## config.mk

```make
export PLATFORM = sky130hd
export DESIGN_NAME = suspend_wake_seq
export DESIGN_NICKNAME = d
export VERILOG_FILES = /design/src/rtl/swk_pkg.sv /design/src/rtl/swk_wake_detect.sv /design/src/rtl/swk_release_timer.sv /design/src/rtl/swk_awake_pad.sv /design/src/rtl/suspend_wake_seq.sv
export SDC_FILE = /design/constraint.sdc
export NUM_CORES = 1
export LEC_CHECK = 0
export ABC_AREA = 0
export BUFFER_PORTS_ARGS = -buffer_cell sky130_fd_sc_hd__buf_2
export CORE_ASPECT_RATIO = 0.9
export CORE_UTILIZATION = 35
export DETAILED_ROUTE_END_ITERATION = 10
export HOLD_SLACK_MARGIN = 0.12
export PLACE_DENSITY = 0.65
export SLEW_MARGIN = 10
export SYNTH_ARGS = -nofsm -noshare
export SYNTH_HDL_FRONTEND = slang
export SYNTH_SLANG_ARGS = --single-unit
```

## constraint.sdc

```tcl
create_clock -name clk -period 2.4 [get_ports clk]
set_clock_uncertainty 0.05 [all_clocks]
set_input_delay 0.36 -clock clk [delete_from_list [all_inputs] [get_ports clk]]
set_output_delay 0.36 -clock clk [all_outputs]
set_load 0.02 [all_outputs]
```

## src/rtl/swk_pkg.sv

```systemverilog
package swk_pkg;
  typedef enum logic [1:0] {
    PH_RUN   = 2'd0,
    PH_SLEEP = 2'd1,
    PH_GSR   = 2'd2,
    PH_COUNT = 2'd3
  } swk_phase_e;
endpackage

```

## src/rtl/swk_wake_detect.sv

```systemverilog
module swk_wake_detect #(
  parameter int NPINS = 8
) (
  input  logic [NPINS-1:0] pins,
  input  logic [NPINS-1:0] mask,
  input  logic             pin_mode,
  input  logic             suspend_req,
  output logic             wake_evt
);
  logic [NPINS-1:0] pin_hit;

  for (genvar i = 0; i < NPINS; i++) begin : g_pin
    assign pin_hit[i] = pins[i] & mask[i];
  end

  // Pin mode ignores the request; request mode ignores the pins.
  assign wake_evt = pin_mode ? (|pin_hit) : ~suspend_req;
endmodule

```

## src/rtl/swk_release_timer.sv

```systemverilog
module swk_release_timer #(
  parameter int CW = 11
) (
  input  logic          clk,
  input  logic          rst_n,
  input  logic          hold_set,
  input  logic          start,
  input  logic          run,
  input  logic [CW-1:0] cfg_io,
  input  logic [CW-1:0] cfg_wr,
  output logic          io_hold,
  output logic          wr_protect,
  output logic          all_done,
  output logic          io_rel_evt,
  output logic          wr_rel_evt
);
  localparam logic [CW-1:0] MAXC = CW'(1) << (CW - 1);

  function automatic logic [CW-1:0] eff_cnt(input logic [CW-1:0] v);
    if (v == '0)  return CW'(1);
    if (v > MAXC) return MAXC;
    return v;
  endfunction

  logic [CW-1:0] cnt, n_io, n_wr, n_last;

  assign n_io       = eff_cnt(cfg_io);
  assign n_wr       = eff_cnt(cfg_wr);
  assign n_last     = (n_io > n_wr) ? n_io : n_wr;
  assign io_rel_evt = run && (cnt == n_io);
  assign wr_rel_evt = run && (cnt == n_wr);
  assign all_done   = run && (cnt >= n_last);

  always_ff @(posedge clk or negedge rst_n) begin
    if (!rst_n) begin
      cnt        <= '0;
      io_hold    <= 1'b0;
      wr_protect <= 1'b0;
    end else begin
      if (start)    cnt <= CW'(1);
      else if (run) cnt <= cnt + CW'(1);
      if (hold_set) begin
        io_hold    <= 1'b1;
        wr_protect <= 1'b1;
      end else begin
        if (io_rel_evt) io_hold    <= 1'b0;
        if (wr_rel_evt) wr_protect <= 1'b0;
      end
    end
  end
endmodule

```

## src/rtl/swk_awake_pad.sv

```systemverilog
module swk_awake_pad (
  input  logic level,
  input  logic push_pull,
  output logic pad_o,
  output logic pad_oe
);
  always_comb begin
    if (push_pull) begin
      pad_o  = level;
      pad_oe = 1'b1;
    end else begin
      pad_o  = 1'b0;
      pad_oe = ~level;
    end
  end
endmodule

```

## src/rtl/suspend_wake_seq.sv

```systemverilog
module suspend_wake_seq #(
  parameter int NPINS = 8,
  parameter int CNT_W = 11
) (
  input  logic             clk,
  input  logic             rst_n,
  input  logic             suspend_req,
  input  logic [NPINS-1:0] wake_pins,
  input  logic [NPINS-1:0] cfg_wake_mask,
  input  logic             cfg_pin_wake_en,
  input  logic             cfg_reset_on_wake,
  input  logic             cfg_awake_push_pull,
  input  logic [CNT_W-1:0] cfg_io_release_cnt,
  input  logic [CNT_W-1:0] cfg_wr_release_cnt,
  output logic             awake_o,
  output logic             awake_oe,
  output logic             gsr_pulse,
  output logic             io_hold,
  output logic             wr_protect
);
  import swk_pkg::*;

  swk_phase_e phase;
  logic awake_lvl;
  logic wake_evt, all_done, io_rel_evt, wr_rel_evt;
  logic in_run, sleeping, hold_set, enter_count, in_count;

  assign in_run      = (phase == PH_RUN);
  assign sleeping    = (phase == PH_SLEEP);
  assign in_count    = (phase == PH_COUNT);
  assign hold_set    = in_run && suspend_req;
  assign enter_count = (sleeping && wake_evt && !cfg_reset_on_wake) || (phase == PH_GSR);

  swk_wake_detect #(.NPINS(NPINS)) u_wake (
    .pins(wake_pins), .mask(cfg_wake_mask), .pin_mode(cfg_pin_wake_en),
    .suspend_req(suspend_req), .wake_evt(wake_evt)
  );

  swk_release_timer #(.CW(CNT_W)) u_timer (
    .clk(clk), .rst_n(rst_n), .hold_set(hold_set), .start(enter_count),
    .run(in_count), .cfg_io(cfg_io_release_cnt), .cfg_wr(cfg_wr_release_cnt),
    .io_hold(io_hold), .wr_protect(wr_protect), .all_done(all_done),
    .io_rel_evt(io_rel_evt), .wr_rel_evt(wr_rel_evt)
  );

  swk_awake_pad u_pad (
    .level(awake_lvl), .push_pull(cfg_awake_push_pull),
    .pad_o(awake_o), .pad_oe(awake_oe)
  );

  always_ff @(posedge clk or negedge rst_n) begin
    if (!rst_n) begin
      phase     <= PH_RUN;
      awake_lvl <= 1'b1;
      gsr_pulse <= 1'b0;
    end else begin
      case (phase)
        PH_RUN: if (suspend_req) begin
          phase     <= PH_SLEEP;
          awake_lvl <= 1'b0;
        end
        PH_SLEEP: if (wake_evt) begin
          if (cfg_reset_on_wake) begin
            phase     <= PH_GSR;
            gsr_pulse <= 1'b1;
          end else begin
            phase     <= PH_COUNT;
            awake_lvl <= 1'b1;
          end
        end
        PH_GSR: begin
          gsr_pulse <= 1'b0;
          awake_lvl <= 1'b1;
          phase     <= PH_COUNT;
        end
        PH_COUNT: if (all_done) phase <= PH_RUN;
        default: phase <= PH_RUN;
      endcase
    end
  end
endmodule

```

==> summary.txt <==
Run status
  – Status: complete, but fails checks
  – Failing checks: setup timing

Layout
  – # diodes: 0
  – Fill cell total of the finished layout: between 600 and 700
  – Area delta synth->final: 42.20%
  – Final design utilization: between 50% and 60%
  – Share of post-route cells with drive strength above 1: approximately two fifths
  – Nets: about 470

Drt
  – DR vias/cell: 5.180
  – Drt pass-1 iters: 4
  – Drt initial violations: 160
  – Vias: between 2000 and 2500
  – Drt drc: 0
  – Total wire length: ~7300 um
  – Per-cell routed wire length: between 15 and 20 um
  – DRT antenna net count: 0

Worst setup path
  – Arrival @ worst endpoint: approximately 3.8 ns
  – R2R Setup Slk: about 0.25 ns
  – CP Class: input port to flop
  – Worst Setup End Kind: flop
  – Worst endpoint required time: around 2.5 ns
  – Crit-path max FO: 8
  – Crit path buf inv count: 3
  – Slowest cell on crit path: or4b_4
  – Critical R2R Capture: phase[1]
  – Critical Path Start Type: input port
  – Slowest stage delay, CP: approximately 0.54 ns
  – Cells along the critical path: buf_2 > buf_4 > nor2b_1 > ha_1 > and4_1 > nand2_1 > or4b_4 > a22oi_2 > buf_12 > mux2i_1 > ha_2 > o21ai_1 > a221o_1 > a31o_2 > a21oi_2 > mux2_4
  – FF-to-FF Start: phase[1]
  – Cell family contributing the most delay on the critical path: simple AND/OR/NAND/NOR gates
  – Worst reg-to-reg path cell count: 7

Timing
  – Final setup viols: 2
  – RSZ-0062 raised after global routing: yes
  – Fmax: 273.0 MHz
  – Worst-Margin Slew: about 0.43 ns
  – Final WS setup: -1.262 ns
  – Max-slew violation count: 0
  – Minimum clock period: ~3.7 ns
  – Headroom to the max-slew limit: between 70 and 80%
  – Period utilization: 152.6%
  – Hold violation total from the final report: 0

CTS
  – Total clock buffers created by CTS: 3
  – H-Tree Depth: 1
  – CTS Sinks: 17
  – Clk_lat worst skew: between 0.2 and 0.3 ns
  – TritonCTS clock tree: done
  – Max clock buf depth: 2
  – Clock-pin slew on the worst setup and hold paths: roughly 0.070 ns
  – Root buf cell: clkbuf_8

Logic synthesis
  – Asr flop ratio synth: 100.0%
  – Synth cell types: 57
  – Cells after synthesis: around 280
  – Ys Warns: 0
  – Mapped Area: between 0.002 and 0.0025 sq mm
  – Synth Area per Inst: ~8.1 sq um
  – Seq/Total Area, Yosys: a little under a fifth
  – #FFs+latches synth: 17
  – Synth area leaders: dfrtp_1 17%, ha_1 15%, nor2_1 4.9%, nor2b_1 4.9%, mux2i_1 4.8%
  – Post-synth EDFFs: 0
  – Top cell type's share of synthesized area: around 17%
  – Predominant post-synthesis flop cell: dfrtp_1
  – Syn_nets: 355
  – Yosys top cell by area: dfrtp_1

Power
  – Total Power: between 1.5 and 2 mW
  – Worst VDD drop: approximately 0.39 mV
  – Pwr dens: between 500 and 600 mW/mm^2
  – Leakage: roughly 1.6 nW

Worst hold path
  – Hold path startpoint: cfg_reset_on_wake
  – Hold worst-path end: gsr_pulse
  – Worst hold path class: input port to flop
  – Worst hold path depth: 3

Placed design
  – Placer Congestion: around 0.9
  – Port buffer count: 48
  – DP HPWL: 5900 um

Global route
  – Antenna violations before repair: 0
  – Gr usage total: about 22%
  – First-pass GRT wire length: ~12000 um
  – Global route overflow: 0
  – Number of global-route vias before repair: around 2500
  – Largest net degree at the start of global routing: 18

Floorplanning
  – Cell row count: 27
  – Io pins: a little under 50
  – Die area: approximately 0.007 sq mm
  – Die width: between 80 and 90 um
  – Effective utilization at floorplan: 36.96%
  – Die height: slightly below 80 um
  – Core Area: ~0.0062 sq mm

Job
  – Max-Cap Viols: 0
## how the worst max path moves through the flow
stage | depth (start not counted) | endpoint | start
after global routing | 16 | phase[1] | cfg_io_release_cnt[9]
after global placement | 18 | phase[1] | cfg_io_release_cnt[5]
final | 16 | phase[1] | cfg_io_release_cnt[9]
after CTS | 18 | phase[1] | cfg_io_release_cnt[5]
after floorplan | 16 | phase[1] | cfg_wr_release_cnt[10]
after detailed placement | 18 | phase[1] | cfg_io_release_cnt[5]
## synthesized netlist by cell type (3+ instances only)
cell type / number
nor2_1: 30
ha_1: 27
inv_1: 19
nor2b_1: 18
dfrtp_1: 16
nand2_1: 14
a21oi_1: 12
clkbuf_1: 12
mux2i_1: 11
xor2_1: 10
nand4_1: 9
o21ai_0: 9
xnor2_1: 8
a31oi_1: 7
a22oi_1: 6
nor3_1: 6
nand2b_1: 4
nor4bb_1: 4
o32ai_1: 4
a211oi_1: 3
and2b_2: 3
and4_1: 3
nand3_1: 3
nor4_1: 3
## area by class of cell
cell class / count / area, sq um / share of cell area [%]
multi-input combinational: 231 / 1790 / 54.51
timing repair buffer: 124 / 838.3 / 25.52
sequential: 17 / 426.7 / 12.99
tap: 87 / 108.9 / 3.314
inverter: 19 / 71.32 / 2.171
clock buffer: 3 / 41.29 / 1.257
clock inverter: 1 / 7.507 / 0.2286
## kinds of logic (layout without fill, tap and decap cells)
group / after synthesis / in the layout / share of synthesized area [%]
flops: 17 / 17 / 18.47
compound gates: 66 / 66 / 20.42
xor+xnor: 19 / 19 / 7.530
mux: 14 / 14 / 6.392
buf+inv: 36 / 147 / 6.879
fa+ha+maj: 27 / 27 / 14.63
simple gates: 105 / 105 / 25.68
## where the power goes
group | internal [mW] | leakage (nW) | switching (mW) | total [mW]
registers | 0.357 | 0.212 | 0.0557 | 0.413
clock network | 0.117 | 0.0217 | 0.113 | 0.230
logic | 0.564 | 1.35 | 0.618 | 1.18
## cell usage in the layout, fill, tap and decap left out, types with 4 or more instances in the layout
| cell | Yosys | routed |
|---|---|---|
| o32ai_1 | 4 | 4 |
| o21ai_0 | 9 | 6 |
| buf_2 | 1 | 46 |
| a22oi_1 | 6 | 5 |
| nand2b_1 | 4 | 4 |
| inv_1 | 19 | 19 |
| ha_1 | 27 | 24 |
| xnor2_1 | 8 | 8 |
| nor2b_1 | 18 | 18 |
| nand2_1 | 14 | 14 |
| nor4bb_1 | 4 | 4 |
| xor2_1 | 10 | 10 |
| a31oi_1 | 7 | 7 |
| mux2i_1 | 11 | 11 |
| nand4_1 | 9 | 9 |
| buf_4 | 2 | 74 |
| dfrtp_1 | 16 | 16 |
| nor3_1 | 6 | 5 |
| nor2_1 | 30 | 26 |
| a21oi_1 | 12 | 10 |
## metrics by stage
stage / hold WS (ns) / setup WS [ns] / TNS, ns / cells / instance area, sq um
4_1_cts: 0.3686 / -1.236 / -2.460 / 480 / 3218
6_report: 0.3712 / -1.262 / -2.437 / 482 / 3284
3_3_place_gp: 0.2627 / -1.617 / -3.195 / 474 / 3144
3_5_place_dp: 0.2653 / -1.641 / -3.214 / 474 / 3144
2_1_floorplan: 0.01441 / -1.324 / -2.558 / 284 / 2342
5_1_grt: 0.3804 / -1.423 / -2.734 / 482 / 3284
## layer usage
layer  track usage, %  vias up  routed length (um)
li1                 -     1253                   -
met1            30.77     1151                3439
met2            36.41       76                3346
met3            3.015       17                 421
met4            5.082        0                 125
met5                0        -                   0
## what timing repair did
action | CTS | global route
pin swaps | 3 | 5
resized for setup | 2 | 14
endpoints found under the setup margin | 2 | 2
setup buffers | 1 | 2
endpoints found under the hold margin | 16 | 0
hold buffers | 1 | 0
## flip-flops by register name, summed over array words and instances (netlist names)
register            cells
u_timer.io_hold         1
phase                   2
u_timer.wr_protect      1
awake_lvl               1
u_timer.cnt            11
gsr_pulse               1
## worst min-delay path: cells and delay by family
family	cells	cell delay, ns
AOI/OAI and AO/OA	1	0.09
buffers and inverters	1	0.10
and+or+nand+nor	1	0.09
(Power assumes the default switching activity.)
